==> config.mk <==
export PLATFORM = sky130hd
export DESIGN_NAME = burst_addr_seq
export DESIGN_NICKNAME = d
export VERILOG_FILES = /design/src/rtl/burst_seq_pkg.sv /design/src/rtl/burst_beat_ctr.sv /design/src/rtl/burst_addr_latch.sv /design/src/rtl/burst_offset_map.sv /design/src/rtl/burst_addr_seq.sv
export SDC_FILE = /design/constraint.sdc
export NUM_CORES = 1
export LEC_CHECK = 0
export BUFFER_PORTS_ARGS = -buffer_cell sky130_fd_sc_hd__buf_4
export CAP_MARGIN = 20
export CORE_MARGIN = 5
export CORE_UTILIZATION = 45
export DETAILED_ROUTE_END_ITERATION = 16
export PLACE_DENSITY = 0.77
export SYNTH_ARGS = -nofsm -noshare
export SYNTH_HDL_FRONTEND = slang
export SYNTH_SLANG_ARGS = --single-unit
==> constraint.sdc <==
create_clock -name clk -period 1.4 [get_ports clk]
set_clock_uncertainty 0.05 [all_clocks]
set_input_delay 0.35 -clock clk [delete_from_list [all_inputs] [get_ports clk]]
set_output_delay 0.35 -clock clk [all_outputs]
set_load 0.01 [all_outputs]
==> src/rtl/burst_seq_pkg.sv <==
package burst_seq_pkg;

   // Which burst orders an instance supports.
   typedef enum logic [1:0] {
      ORDER_BOTH        = 2'd0,  // run-time choice through ilv_sel
      ORDER_LINEAR_ONLY = 2'd1,
      ORDER_ILV_ONLY    = 2'd2
   } order_set_e;

   // True when n is a power of two no smaller than 2.
   function automatic bit is_pow2(input int n);
      return (n >= 2) && ((n & (n - 1)) == 0);
   endfunction

endpackage

==> src/rtl/burst_beat_ctr.sv <==
module burst_beat_ctr #(
   parameter int CNT_W = 2
) (
   input  logic             clk,
   input  logic             rst,
   input  logic             load,
   input  logic             step,
   output logic [CNT_W-1:0] cnt
);

   if (CNT_W < 1) begin : g_bad_w
      $error("burst_beat_ctr: CNT_W must be at least 1");
   end

   logic [CNT_W-1:0] cnt_q;

   // Load has priority over step; the counter wraps naturally.
   always_ff @(posedge clk) begin
      if (rst)       cnt_q <= '0;
      else if (load) cnt_q <= '0;
      else if (step) cnt_q <= cnt_q + 1'b1;
   end

   assign cnt = cnt_q;

   p_load_zero_r9 : assert property (@(posedge clk) disable iff (rst)
      load |=> (cnt == '0));

   // Also covers R7: the cast wraps the expected value at the last beat.
   p_adv_step_r5 : assert property (@(posedge clk) disable iff (rst)
      (!load && step) |=> (cnt == CNT_W'($past(cnt) + 1)));

   p_wait_hold_r6 : assert property (@(posedge clk) disable iff (rst)
      (!load && !step) |=> $stable(cnt));

endmodule

==> src/rtl/burst_addr_latch.sv <==
module burst_addr_latch #(
   parameter int ADDR_W = 18
) (
   input  logic              clk,
   input  logic              rst,
   input  logic              load,
   input  logic [ADDR_W-1:0] d,
   output logic [ADDR_W-1:0] q
);

   if (ADDR_W < 2) begin : g_bad_w
      $error("burst_addr_latch: ADDR_W must be at least 2");
   end

   logic [ADDR_W-1:0] q_r;

   always_ff @(posedge clk) begin
      if (rst)       q_r <= '0;
      else if (load) q_r <= d;
   end

   assign q = q_r;

   p_keep_r8 : assert property (@(posedge clk) disable iff (rst)
      !load |=> $stable(q));

endmodule

==> src/rtl/burst_offset_map.sv <==
module burst_offset_map
   import burst_seq_pkg::*;
#(
   parameter int         OFF_W  = 2,
   parameter order_set_e ORDERS = ORDER_BOTH
) (
   input  logic [OFF_W-1:0] start_off,
   input  logic [OFF_W-1:0] beat,
   input  logic             ilv_sel,
   output logic [OFF_W-1:0] off
);

   logic [OFF_W-1:0] lin_off;
   logic [OFF_W-1:0] ilv_off;

   assign lin_off = start_off + beat;   // modulo 2**OFF_W
   assign ilv_off = start_off ^ beat;

   if (ORDERS == ORDER_BOTH) begin : g_both
      assign off = ilv_sel ? ilv_off : lin_off;
   end else if (ORDERS == ORDER_LINEAR_ONLY) begin : g_lin
      assign off = lin_off;
   end else begin : g_ilv
      assign off = ilv_off;
   end

   // Beat zero lands on the start offset under every order.
   always_comb begin
      if (beat == '0) begin
         a_beat0_start_r2 : assert (off == start_off);
      end
   end

endmodule

==> src/rtl/burst_addr_seq.sv <==
module burst_addr_seq
   import burst_seq_pkg::*;
#(
   parameter int         ADDR_W    = 18,
   parameter int         BURST_LEN = 4,
   parameter order_set_e ORDERS    = ORDER_BOTH
) (
   input  logic              clk,
   input  logic              rst,
   input  logic              strobe_a_n,
   input  logic              strobe_b_n,
   input  logic              adv_n,
   input  logic              ilv_sel,
   input  logic [ADDR_W-1:0] addr_in,
   output logic [ADDR_W-1:0] addr_out
);

   localparam int OFF_W = $clog2(BURST_LEN);

   if (!is_pow2(BURST_LEN)) begin : g_bad_len
      $error("burst_addr_seq: BURST_LEN must be a power of two >= 2");
   end
   if (ADDR_W <= OFF_W) begin : g_bad_aw
      $error("burst_addr_seq: ADDR_W must exceed the offset width");
   end

   logic              start;
   logic              step;
   logic [ADDR_W-1:0] base_q;
   logic [OFF_W-1:0]  beat_q;
   logic [OFF_W-1:0]  off;

   assign start = !strobe_a_n || !strobe_b_n;
   assign step  = !adv_n;

   burst_addr_latch #(.ADDR_W(ADDR_W)) u_latch (
      .clk  (clk),
      .rst  (rst),
      .load (start),
      .d    (addr_in),
      .q    (base_q)
   );

   burst_beat_ctr #(.CNT_W(OFF_W)) u_ctr (
      .clk  (clk),
      .rst  (rst),
      .load (start),
      .step (step),
      .cnt  (beat_q)
   );

   burst_offset_map #(.OFF_W(OFF_W), .ORDERS(ORDERS)) u_map (
      .start_off (base_q[OFF_W-1:0]),
      .beat      (beat_q),
      .ilv_sel   (ilv_sel),
      .off       (off)
   );

   assign addr_out = {base_q[ADDR_W-1:OFF_W], off};

   p_load_addr_r2 : assert property (@(posedge clk) disable iff (rst)
      start |=> (addr_out == $past(addr_in)));

   p_upper_keep_r8 : assert property (@(posedge clk) disable iff (rst)
      !start |=> $stable(addr_out[ADDR_W-1:OFF_W]));

   p_reset_clear_r1 : assert property (@(posedge clk)
      rst |=> (addr_out[ADDR_W-1:OFF_W] == '0));

endmodule

# Word level (Yosys, flattened, before mapping)

Cells that the tools add are included.

Bits in registers: 20
Output and inout bits: 18
Logic and storage cells: 10

Add/sub/neg operators: 2
Mux-type cells: 1
Bitwise logic cells: 1
Reduce and logical (&&, ||, !) cells: 4

Operators by type and width:

| cell                                        | number |
|---|---|
| adder 2 x 1 -> 2 bit, second input constant | 1 |
| adder 2 bit                                 | 1 |
| zero test 1 bit                             | 2 |
| 2-to-1 mux 2 bit                            | 1 |
| OR reduction 2 bit                          | 1 |
| XOR 2 bit                                   | 1 |
| logical OR 1 bit                            | 1 |

# Longest topological paths before layout

Word-level depth: 3
Gate-level depth with buffers: 5
Mapped depth without buffers: 3

# Hierarchy

From an unflattened synthesis, not the netlist that was laid out.

Cell total of the unflattened synthesis: 72
Area total of the unflattened synthesis: 778.2 µm²

Modules (own cells, without submodules):

| module           | instances | cells an instance | area an instance (µm²) | seq. area each (µm²) |
|---|---|---|---|---|
| burst_addr_latch | 1         | 58                | 649.4                  | 360.3 |
| burst_beat_ctr   | 1         | 8                 | 85.1                   | 40.0 |
| burst_offset_map | 1         | 4                 | 36.3                   | 0.0 |
| burst_addr_seq   | 1         | 2                 | 7.5                    | 0.0 |

# Worst setup path before layout

OpenSTA, ideal clock, no wires.

Kind: reg2out
Start point: reg u_latch.q_r[0], in the netlist u_latch.q[0]
End point: out addr_out[1]
Arrival time: 0.822 ns
Slack: 0.178 ns
Cell stages (with the launch flop): 4
Buffers on the path: 0
Cells stage by stage: dfxtp_1 > ha_1 > nor2b_1 > xnor2_1

Longest elaborated chain between the ends: 2

Ends and longest elaborated chain:

| element                | line                   | RTL |
|---|---|---|
| start, declared        | burst_addr_latch.sv:15 | `logic [ADDR_W-1:0] q_r;` |
| start signal, assigned | burst_addr_latch.sv:18 | `if (rst) q_r <= '0;` |
| start signal, assigned | burst_addr_latch.sv:19 | `else if (load) q_r <= d;` |
| adder 2 bit            | burst_offset_map.sv:16 | `assign lin_off = start_off + beat;` |
| 2-to-1 mux 2 bit       | burst_offset_map.sv:20 | `assign off = ilv_sel ? ilv_off : lin_off;` |
| end, declared          | burst_addr_seq.sv:15   | `output logic [ADDR_W-1:0] addr_out` |

Every way passes these cells.

# Worst setup path after layout

Ends and elaborated chain as after synthesis.

==> results.cfg <==
[cells_and_area]
drive_gt1_share_pct = 50.8
post-route-util_pct = 60.7
design_area_um2 = 1190
syn2layout_area_growth_pct = 28.1
fin_nets = 158
nFillCells = 190
ff_latch_area_um2 = 403
n_antenna_cell = 0
multi_input_area_um2 = 392
final_cell_count_no_fill = 159

[setup_path]
arrival_ns = 1.19
worstPathCellList = ha_4, nor2b_4, xnor2_2, buf_4
reg2reg_to = u_ctr.cnt[0]
start_kind = flop
cpPeakStageDelay_ns = 0.37
reg2reg_slack_ns = 0.39
cp-end-kind = output pin
critical_path_class = reg2out
crit_required_ns = 1.00
cp_max_fo = 2
r2r-start = u_ctr.cnt[0]
reg2reg_depth = 3
cp_slowest_cell = dfxtp_2

[synth]
synth_common_cells = nand2_1, dfxtp_1, buf_4
synth_nets = 132
synth_area_leaders = dfxtp_1, nand2_1, buf_4
synth_area_um2 = 930
ys_ff_latch = 20
synth_ff_type = dfxtp_1
synth_top_area_cell = dfxtp_1
syn_inst = 107
async_flop_share_pct = 0
yosysUniqueCellTypes = 17
yosysWarnings = 0
seq_area_frac_synth_pct = 43.1
synthMostInstantiatedCell = nand2_1
synth_top_area_share_pct = 43.1
syn_avg_cell_area_um2 = 8.69
synth_edf_count = 0

[grt]
grt_pass1_wl_mm = 3.24
grt_max_degree = 21
antenna_found_initial = 0
track_usage_pct = 12.7
grt_overflow = 0
grt_pass1_vias = 742

[sta]
hold_viol_final = 0
finalSetupViolCount = 1
relSlewSlack_pct = 81.4
final.min_clock_period_ns = 1.59
worst_pin_slew_ns = 0.279
rsz0062_at_grt = yes
worst_slack_ns = -0.192
slew_violations = 0
timing.fmax_mhz = 628
fin_crit_sh_pct = 114
fin_setup_tns_ns = -0.192

[flow_run]
maxCapViolCount = 0

[hold_path]
holdCritStartpoint = addr_in[17]
whs_endpoint = u_latch.q[17]
hold_depth = 3
min_path_type = in2reg

[floorplan]
num_rows = 16
die_height_um = 55.5
initial_core_util_pct = 47.4
num_io_pins = 42
die_area_um2 = 3070
core-area_um2 = 1960
die_w_um = 55.5

[cts]
numCtsBuffers = 3
path_clk_slew_ns = 0.11
tritoncts = done
cts_max_level = 1
ctsHoldBuffers = 0
cts.path.max_buffers = 2
clkSinkCount = 20
clk_latency_ns = 0.29
root_buffer = clkbuf_4

[power_and_ir_drop]
leakagePower_nw = 0.539
p_int_mw = 0.879
p_switching_mw = 0.285
clkPwrFrac_pct = 28.4
pwr-share-seq_pct = 53.3
power.total_mw = 1.16
pwr-share-comb_pct = 18.3
p_sw_share_pct = 24.5
power.density_nw_per_um2 = 977
peakVddDrop_mv = 0.626

[status]
status = finished, violations left
violations = setup timing

[drt]
antenna_left = 0
viasPerCell = 4.65
drc = 0
first_iter_violations = 6
via_count = 740
drt_wl_total_mm = 1.87
dr.pass1.iters = 4
wl_per_cell_um = 11.7

[placement]
place.gp.congestion = 0.683
dp_hpwl_mm = 1.34
port-buffer-count = 41
placed_area_um2 = 1110
placed_cells = 154
[final cells by class]
| cell class | instances | area share, % |
|---|---|---|
| well taps | 27 | 2.84 |
| flip-flops and latches | 20 | 33.8 |
| repair buffers | 43 | 27.4 |
| multi-input cells | 65 | 32.9 |
| clock buffers | 4 | 3.05 |
[how the worst max path moves through the flow]
| stage | from | to | slack, ns | depth (start not counted) |
|---|---|---|---|---|
| floorplan | u_latch.q[0] | addr_out[1] | 0.18 | 3 |
| global placement | u_latch.q[0] | addr_out[1] | 0.14 | 4 |
| detailed placement | u_ctr.cnt[0] | addr_out[1] | 0.12 | 4 |
| CTS | u_latch.q[0] | addr_out[1] | -0.20 | 4 |
| global route | u_latch.q[0] | addr_out[1] | -0.25 | 4 |
| finish | u_latch.q[0] | addr_out[1] | -0.19 | 4 |
[critical path: cells and delay by family (launching register included)]
kind	cells	cell delay [ns]
XOR/XNOR	1	0.11
adder cells (fa/ha/maj)	1	0.13
buffers and inverters	1	0.14
flip-flops	1	0.37
AND/OR/NAND/NOR	1	0.14
[power by group through the flow]
stage	Sequential, mW	Combinational, mW	Clock (mW)
finish	0.621	0.213	0.330
global route	0.625	0.236	0.368
CTS	0.621	0.213	0.342
detailed placement	0.632	0.206	0
global placement	0.631	0.202	0
floorplan	0.628	0.145	0
[registers in the layout (all words and copies together) (netlist names)]
name	flops
u_latch.q	18
u_ctr.cnt	2
[routing by layer]
layer	global-route usage, %	vias up	routed length, um
met4	2.08	0	0
met2	22.8	30	972
met1	13.7	339	696
li1	-	371	-
met3	6.06	0	198
met5	0	-	0
[logic make-up (layout without fill, tap and decap cells)]
| kind of cell | after synthesis | count (layout) | share of synthesized area, % |
|---|---|---|---|
| adders and majority gates | 1 | 1 | 1.35 |
| DFF | 20 | 20 | 43.1 |
| buffers and inverters | 22 | 47 | 18.6 |
| and+or+nand+nor | 43 | 43 | 20.5 |
| xor gates and xnor gates | 3 | 3 | 2.83 |
| AOI/OAI and AO/OA | 18 | 18 | 13.7 |
[per-stage QoR]
step / setup slack [ns] / hold slack, ns
2_1_floorplan: 0.178 / 0.382
3_3_place_gp: 0.141 / 0.389
3_5_place_dp: 0.120 / 0.398
4_1_cts: -0.196 / 0.239
5_1_grt: -0.254 / 0.240
6_report: -0.192 / 0.245
[layout by cell type, fill, tap and decap left out, drive strengths merged]
master / Yosys / final
buf: 20 / 43
nand2: 37 / 37
dfxtp: 20 / 20
a21oi: 18 / 18
clkbuf: 2 / 4
xnor2: 3 / 3
nor2b: 2 / 2
and2: 1 / 1
and2b: 1 / 1
nor4: 1 / 1
nor3: 1 / 1
ha: 1 / 1
[repair_timing]
action | 4_1_cts | 5_1_grt
setup endpoints to repair | 2 | 2
pin swaps | 2 | 2
resized for setup | 7 | 2
setup buffers | 1 | 0
endpoints found under the hold margin | 0 | 0
Note: power is estimated with default switching activity, not from simulation.
